--- src/rtl/cfgsec_pkg.sv ---
package cfgsec_pkg;

    localparam int KEY_W  = 256;
    localparam int OP_W   = 3;
    localparam int PORT_W = 2;

    typedef enum logic [OP_W-1:0] {
        OP_KEY_ENTER = 3'd0,
        OP_KEY_WRITE = 3'd1,
        OP_KEY_EXIT  = 3'd2,
        OP_LOAD      = 3'd3,
        OP_READBACK  = 3'd4,
        OP_FULL_RST  = 3'd5
    } op_e;

    typedef enum logic [PORT_W-1:0] {
        PORT_SERIAL   = 2'd0,
        PORT_PARALLEL = 2'd1,
        PORT_JTAG     = 2'd2,
        PORT_INTERNAL = 2'd3
    } port_e;

    typedef struct packed {
        logic enc_cfg;
        logic key_mode;
        logic err;
    } policy_state_t;

    typedef struct packed {
        logic grant;
        logic reject;
        logic wipe_key;
        logic store_key;
        logic set_enc;
        logic clr_enc;
        logic open_kmode;
        logic close_kmode;
        logic clr_err;
    } verdict_t;

    function automatic logic is_external(input logic [PORT_W-1:0] p);
        return p != PORT_INTERNAL;
    endfunction

endpackage

--- src/rtl/cfgsec_key_store.sv ---
module cfgsec_key_store
    import cfgsec_pkg::*;
#(
    parameter int W = KEY_W
) (
    input  logic         clk,
    input  logic         rst,
    input  logic         batt_ok,
    input  logic         wipe,
    input  logic         store,
    input  logic [W-1:0] key_in,
    output logic [W-1:0] key_q,
    output logic         key_valid
);
    // Write-only key register; retained through rst while backup supply holds.
    always_ff @(posedge clk) begin
        if (rst) begin
            if (!batt_ok) begin
                key_q     <= '0;
                key_valid <= 1'b0;
            end
        end else if (wipe) begin
            key_q     <= '0;
            key_valid <= 1'b0;
        end else if (store) begin
            key_q     <= key_in;
            key_valid <= 1'b1;
        end
    end
endmodule

--- src/rtl/cfgsec_decide.sv ---
module cfgsec_decide
    import cfgsec_pkg::*;
(
    input  logic              req_valid,
    input  logic [OP_W-1:0]   req_op,
    input  logic              req_enc,
    input  logic              req_partial,
    input  logic [PORT_W-1:0] req_port,
    input  logic              rb_allow,
    input  logic              key_valid,
    input  policy_state_t     st,
    output verdict_t          v
);
    logic ok;
    logic ext;

    always_comb begin
        ext = is_external(req_port);
        ok  = 1'b0;
        case (req_op)
            OP_KEY_ENTER: ok = (req_port == PORT_JTAG);
            OP_KEY_WRITE: ok = st.key_mode;
            OP_KEY_EXIT:  ok = st.key_mode;
            OP_LOAD: begin
                if (req_enc) ok = key_valid && !(req_partial && ext);
                else         ok = !st.enc_cfg;
            end
            OP_READBACK:  ok = !ext || (!st.enc_cfg && rb_allow);
            OP_FULL_RST:  ok = 1'b1;
            default:      ok = 1'b0;
        endcase
    end

    always_comb begin
        v             = '0;
        v.grant       = req_valid && ok;
        v.reject      = req_valid && !ok;
        v.wipe_key    = v.grant && (req_op == OP_KEY_ENTER);
        v.store_key   = v.grant && (req_op == OP_KEY_WRITE);
        v.open_kmode  = v.wipe_key;
        v.close_kmode = v.grant && ((req_op == OP_KEY_EXIT) || (req_op == OP_FULL_RST));
        v.set_enc     = v.grant && (req_op == OP_LOAD) && req_enc;
        v.clr_enc     = v.wipe_key || (v.grant && (req_op == OP_FULL_RST));
        v.clr_err     = v.grant && (req_op == OP_FULL_RST);
    end
endmodule

--- src/rtl/cfgsec_policy_ctrl.sv ---
module cfgsec_policy_ctrl
    import cfgsec_pkg::*;
(
    input  logic              clk,
    input  logic              rst,
    input  logic              batt_ok,
    input  logic              req_valid,
    input  logic [OP_W-1:0]   req_op,
    input  logic              req_enc,
    input  logic              req_partial,
    input  logic [PORT_W-1:0] req_port,
    input  logic              rb_allow,
    input  logic [KEY_W-1:0]  key_in,
    output logic              grant,
    output logic              reject,
    output logic              err,
    output logic              key_valid,
    output logic              key_clear,
    output logic [KEY_W-1:0]  cipher_key
);
    policy_state_t st_q;
    verdict_t      v;

    cfgsec_decide decide_i (
        .req_valid  (req_valid),
        .req_op     (req_op),
        .req_enc    (req_enc),
        .req_partial(req_partial),
        .req_port   (req_port),
        .rb_allow   (rb_allow),
        .key_valid  (key_valid),
        .st         (st_q),
        .v          (v)
    );

    cfgsec_key_store #(.W(KEY_W)) key_i (
        .clk      (clk),
        .rst      (rst),
        .batt_ok  (batt_ok),
        .wipe     (v.wipe_key),
        .store    (v.store_key),
        .key_in   (key_in),
        .key_q    (cipher_key),
        .key_valid(key_valid)
    );

    always_ff @(posedge clk) begin
        if (rst) begin
            st_q      <= '0;
            grant     <= 1'b0;
            reject    <= 1'b0;
            key_clear <= 1'b0;
        end else begin
            grant     <= v.grant;
            reject    <= v.reject;
            key_clear <= v.wipe_key;
            if (v.clr_enc)          st_q.enc_cfg <= 1'b0;
            else if (v.set_enc)     st_q.enc_cfg <= 1'b1;
            if (v.close_kmode)      st_q.key_mode <= 1'b0;
            else if (v.open_kmode)  st_q.key_mode <= 1'b1;
            if (v.clr_err)          st_q.err <= 1'b0;
            else if (v.reject)      st_q.err <= 1'b1;
        end
    end

    assign err = st_q.err;
endmodule

--- config.mk ---
export PLATFORM = sky130hd
export DESIGN_NAME = cfgsec_policy_ctrl
export DESIGN_NICKNAME = d
export VERILOG_FILES = /design/src/rtl/cfgsec_pkg.sv /design/src/rtl/cfgsec_key_store.sv /design/src/rtl/cfgsec_decide.sv /design/src/rtl/cfgsec_policy_ctrl.sv
export SDC_FILE = /design/constraint.sdc
export NUM_CORES = 1
export LEC_CHECK = 0
export ABC_AREA = 1
export BUFFER_PORTS_ARGS = -buffer_cell sky130_fd_sc_hd__buf_2
export CAP_MARGIN = 20
export CELL_PAD_IN_SITES_DETAIL_PLACEMENT = 1
export CELL_PAD_IN_SITES_GLOBAL_PLACEMENT = 1
export CORE_AREA = 2 2 206 208
export CTS_CLUSTER_SIZE = 40
export DETAILED_ROUTE_END_ITERATION = 6
export DIE_AREA = 0 0 208 210
export GPL_TIMING_DRIVEN = 1
export PLACE_DENSITY = 0.75
export SLEW_MARGIN = 20
export SYNTH_ARGS = -nofsm -noshare
export SYNTH_HDL_FRONTEND = slang
export SYNTH_SLANG_ARGS = --single-unit
--- constraint.sdc ---
create_clock -name clk -period 16.9 [get_ports clk]
set_input_delay 0.845 -clock clk [delete_from_list [all_inputs] [get_ports clk]]
set_output_delay 0.845 -clock clk [all_outputs]
set_load 0.02 [all_outputs]
# Yosys cells after proc, flatten, opt, wreduce, memory -nomap -nowiden
# Cells that the tools add are included.
dict set report op_classes {
  mux 10
  n_eq_ne 8
  reduce_logical 25
}
# op count
set ops {}
lappend ops {{$mux W256} 4}
lappend ops {{$logic_and A1 B1 Y1} 11}
lappend ops {{$reduce_or A2 Y1} 4}
lappend ops {{$eq A3 B2 Y1 const B} 2}
lappend ops {{$eq A3 B3 Y1 const B} 2}
lappend ops {{$mux W1} 5}
lappend ops {{$pmux W1 S5} 1}
lappend ops {{$logic_not A1 Y1} 4}
lappend ops {{$ne A2 B2 Y1 const B} 2}
lappend ops {{$eq A3 B1 Y1 const B} 1}
lappend ops {{$logic_not A3 Y1} 1}
lappend ops {{$logic_or A1 B1 Y1} 3}
lappend ops {{$reduce_bool A3 Y1} 1}
lappend ops {{$eq A2 B2 Y1 const B} 1}
lappend ops {{$reduce_and A2 Y1} 1}
dict set report word_totals {
  input_bits 268
  elab_cells 51
  output_inout_bits 261
  register_bits 263
}

# Logic depth before layout (Yosys ltp)
dict set report logic_depth {
  depth_word 11
  ltp_mapped 11
}

# Cells and area by module
# From an unflattened synthesis, not the netlist that was laid out.
dict set report hier_totals {
  cells_unflattened 874
  area_unflattened_um2 12081.6
}
# mod area_each_um2 cells_each n_inst
set modules_own_cells {}
lappend modules_own_cells {cfgsec_key_store 11676.2 803 1}
lappend modules_own_cells {cfgsec_decide 206.4 46 1}
lappend modules_own_cells {cfgsec_policy_ctrl 198.9 25 1}

# Worst setup path before layout
# No wires, ideal clock.
dict set report synth_path {
  path_type {input-to-reg}
  start {input req_op[0]}
  end {register key_i.key_q[0] (enable)}
  t_arrival_ns 7.013
  n_path_buf 0
  t_required_ns 16.269
  path_slack_ns 9.256
  stages 9
  cell_sequence {inv_2 nand2_1 nor2_2 nand2_1 nand4_4 nand2_1 nor2_1 nand2_1 nand2_1}
}
dict set report synth_via {
  elab_chain_len 7
}
# element line_no
set synth_rtl {}
lappend synth_rtl {{start, declared} cfgsec_policy_ctrl.sv:8} ;# input logic [OP_W-1:0] req_op,
lappend synth_rtl {{$eq A3 B2 Y1 / $eq A3 B1 Y1 (equally long branches)} {cfgsec_decide.sv:20, cfgsec_decide.sv:39}}
lappend synth_rtl {{$reduce_or A2 Y1 (no source line)} -}
lappend synth_rtl {{$pmux W1 S5} cfgsec_decide.sv:20} ;# case (req_op)
lappend synth_rtl {{$logic_and A1 B1 Y1} cfgsec_decide.sv:36} ;# v.grant = req_valid && ok;
lappend synth_rtl {{$logic_and A1 B1 Y1, on equally long branches} {cfgsec_decide.sv:39, cfgsec_decide.sv:38}}
lappend synth_rtl {{$reduce_bool A3 Y1 (no source line) *} -}
lappend synth_rtl {{$reduce_and A2 Y1 (no source line) *} -}
lappend synth_rtl {{end signal, assigned} cfgsec_key_store.sv:26} ;# key_q <= key_in;
lappend synth_rtl {{end, declared} cfgsec_key_store.sv:12} ;# output logic [W-1:0] key_q,
# Mark *: on every way between the ends. The rest lies on a longest branch, timed or not.
# A chain may end at the register's enable or synchronous reset.

# Worst setup path after layout
dict set report layout_path {
  start {input req_op[1]}
  end {register key_i.key_q[165] (enable)}
}
# Same word-level chain as after synthesis.

==> flow_metrics.py <==
metrics = {
    "status": {
        "outcome": "finished clean",
    },
    "layout": {
        "design.final.nets": 1669,
        "areaGrowthSynthToFinish_pct": 37.6,
        "final_area_um2": 14700,
        "final_layout_size_suffix_gt1_share_pct": 48.5,
        "layout_common_cells": "528 x sky130_fd_sc_hd__buf_2, 267 x sky130_fd_sc_hd__inv_1, 257 x sky130_fd_sc_hd__edfxtp_1",
        "mostFrequentLayoutCell": "sky130_fd_sc_hd__buf_2",
    },
    "synth": {
        "syn_area_per_cell_um2": 12.3,
        "yosysWarningCount": 0,
        "synth_fp_nets": 1132,
        "xor_xnor_portion_of_the_synthesized_cell_area_pct": 0,
        "synthAdderAreaFrac_pct": 0,
        "mappedNetlistArea_um2": 10600,
        "synthCells": 864,
        "synth.mux.area_fraction_pct": 0,
        "main_combinational_cell_family_by_area_after_synthesis": "simple AND/OR/NAND/NOR gates",
        "compound_gate_portion_of_the_synthesized_area_pct": 0.200,
        "synth_cell_types": 20,
        "yosys_register_bits": 263,
        "synth_sequential_area_ratio_pct": 73.6,
        "synth_simple_gate_area_share_pct": 13.5,
    },
    "pwr": {
        "seqPwrFrac_pct": 48.4,
        "p_per_area_nw_per_um2": 109,
        "comb_power_share_pct": 11.5,
        "leakagePower_uw": 0.00715,
        "power.share.switching_pct": 24.7,
        "clock_power_share_pct": 40.1,
        "ir_drop_v": 0.0000591,
        "internal_uw": 1200,
        "power_switching_uw": 392,
    },
    "setup_path": {
        "critical_path.startpoint_type": "input port",
        "crit_top_cell": "sky130_fd_sc_hd__nand2_1",
        "worstSetupPathType": "in -> reg",
        "timing.critical_path.to_type": "flip-flop",
        "critical_path.n_buffers_inverters": 3,
        "slowest_cp_cell": "sky130_fd_sc_hd__buf_4",
        "critical_path.max_fanout": 76,
        "cp_slowest_stage_delay_ps": 890,
        "cp.required_ps": 17070,
        "crit_path_cell_trace": "buf_2, nor2_1, nand2_1, nand2_1, nand2_1, nand4_4, nand2_1, nor2_1, nand2_1, nand2_4, buf_4, buf_4",
        "crit_family": "buffers and inverters",
        "arrival_ps": 4040,
    },
    "global_route": {
        "first_global_vias": 8320,
        "grt_remaining_overflow": 0,
        "grt_usage_pct": 13.8,
        "grt_start_max_net_pins": 114,
        "number_of_antenna_violations_at_the_first_check_in_global_routing": 7,
        "first_pass_grt_wire_length_um": 47400,
    },
    "floorplanning": {
        "placement_rows": 75,
        "effective_utilization_at_floorplan_pct": 25.7,
        "chipWidth_um": 208,
        "ioPinCount": 529,
        "fp.dieH_um": 210,
        "fp.dieArea_um2": 43700,
        "core_area_um2": 41500,
    },
    "timing": {
        "rsz0062_at_grt": "false",
        "achievable-frequency_mhz": 258,
        "hold_violations": 0,
        "timing.slew.headroom_pct": 30.4,
        "setup_violations": 0,
        "worst_tran_pin_value_ps": 1040,
        "post-route-min-period_ps": 3870,
        "skew_ps": 17.8,
        "timing.setup.tns_ps": 0,
        "timing.final.crit_share_pct": 22.9,
        "final_max_slew_viol_count": 0,
    },
    "clocking": {
        "clockBufferDepth": 3,
        "cts.repair.resized": 0,
        "cts-root-buf": "sky130_fd_sc_hd__clkbuf_16",
        "postCtsHoldBufs": 0,
        "tritoncts.num_buffers": 30,
        "post-cts-setup-buffer-count": 0,
        "clock_sinks": 263,
        "clkTransAtPathRegs_ps": 60,
        "cts_tree": "built",
        "cts_max_level": 1,
        "worstSkewPairLatency_ps": 560,
    },
    "placed_design": {
        "portBuffers": 528,
        "gpl.final_weighted_congestion": 0.806,
        "dpl.hpwl_um": 24000,
        "placement.cell_area_um2": 13700,
    },
    "route": {
        "wl_um": 31600,
        "detail_route.iter0.violations": 390,
        "route.detailed.vias_per_inst": 3.92,
        "detailroute.via_count": 7702,
        "first_pass_iters": 4,
        "antenna_left": 0,
        "remaining_drc_errors": 0,
        "drt-wirelength-per-cell_um": 16.1,
    },
    "worst_hold_path": {
        "hold_path.class": "reg -> reg",
    },
    "run": {
        "max_cap_violations": 0,
    },
}
final cells by class:
| type | instances | area, um2 |
|---|---|---|
| fill | 4806 | 26800 |
| sequential | 263 | 7840 |
| timing repair buffer | 533 | 2680 |
| multi-input combinational | 303 | 1470 |
| inverter | 270 | 1010 |
| clock buffer | 40 | 840 |
| tap | 539 | 674 |
| clock inverter | 15 | 129 |
| antenna | 2 | 5.00 |
flip-flops by register name (all words and copies together), names as in the netlist:
name and count:
st_q 2, grant 1, err 1, key_clear 1
key_i.key_q 256, reject 1, key_i.key_valid 1
stage by stage:
stage / util, % / std cells / total power (uW) / setup WS (ps) / hold slack, ps
after floorplan: - / 864 / 897 / 9260 / 482
after global placement: 33.0 / 1908 / 961 / 12550 / 442
after detailed placement: 33.0 / 1908 / 969 / 12400 / 454
after CTS: 35.3 / 1963 / 1620 / 13000 / 476
after global routing: 35.3 / 1964 / 1650 / 12670 / 492
final: 35.3 / 1965 / 1590 / 13030 / 474
power groups by stage:
stage	combinational (uW)	sequential (uW)	clock [uW]
global route	200	772	681
floorplan	60.8	837	0
finish	182	769	638
global placement	181	781	0
CTS	186	770	660
detailed placement	186	783	0
cell families after synthesis:
group	count (synthesis)
buffers and inverters	298
AOI/OAI and AO/OA	2
and+or+nand+nor	301
DFF	263
synth_stat cells:
library cell | count | share of area, %
sky130_fd_sc_hd__edfxtp_1 | 257 | 72
sky130_fd_sc_hd__buf_8 | 11 | 1.6
sky130_fd_sc_hd__buf_4 | 1 | 0.071
sky130_fd_sc_hd__nor2_2 | 101 | 5.9
sky130_fd_sc_hd__dfxtp_1 | 6 | 1.1
sky130_fd_sc_hd__nand2_4 | 1 | 0.11
sky130_fd_sc_hd__nand3_1 | 4 | 0.19
sky130_fd_sc_hd__nand2_1 | 22 | 0.78
sky130_fd_sc_hd__or2_2 | 1 | 0.059
sky130_fd_sc_hd__nor2_1 | 168 | 5.9
sky130_fd_sc_hd__nand3b_1 | 1 | 0.071
sky130_fd_sc_hd__nand3_4 | 1 | 0.16
sky130_fd_sc_hd__inv_2 | 3 | 0.11
sky130_fd_sc_hd__a21oi_1 | 1 | 0.047
sky130_fd_sc_hd__a21oi_4 | 1 | 0.15
sky130_fd_sc_hd__nand4_4 | 1 | 0.20
sky130_fd_sc_hd__buf_6 | 14 | 1.5
sky130_fd_sc_hd__buf_2 | 2 | 0.094
sky130_fd_sc_hd__inv_1 | 267 | 9.4
sky130_fd_sc_hd__nand4_1 | 1 | 0.059
worst reg2reg max path, cell delays in order (launching register included):
cell and delay (ps):
sky130_fd_sc_hd__dfxtp_1 300, sky130_fd_sc_hd__inv_1 100, sky130_fd_sc_hd__nor2_1 50, sky130_fd_sc_hd__nor2_1 100, sky130_fd_sc_hd__nand2_1 110, sky130_fd_sc_hd__nand4_4 130
sky130_fd_sc_hd__nand2_1 60, sky130_fd_sc_hd__nor2_1 110, sky130_fd_sc_hd__nand2_1 110, sky130_fd_sc_hd__nand2_4 360, sky130_fd_sc_hd__buf_4 860, sky130_fd_sc_hd__buf_4 940
metal layers:
| metal | up-vias | track usage [%] | part of all wire, % |
|---|---|---|---|
| li1 | 3678 | - | - |
| met1 | 3611 | 15.9 | 38 |
| met2 | 341 | 24.4 | 51 |
| met3 | 64 | 4.35 | 8.5 |
| met4 | 8 | 4.62 | 2.5 |
| met5 | - | 0 | 0.15 |
path summary, 6_finish.rpt:
path         startpoint                to  slack [ps]  depth (start not counted)
max           req_op[1]  key_i.key_q[165]       13030                         12
min reg2reg         err               err         470                          2
max reg2reg     st_q[2]  key_i.key_q[165]       13240                         11
min                 err               err         470                          2
No activity file was read; power rests on OpenSTA's default activity.
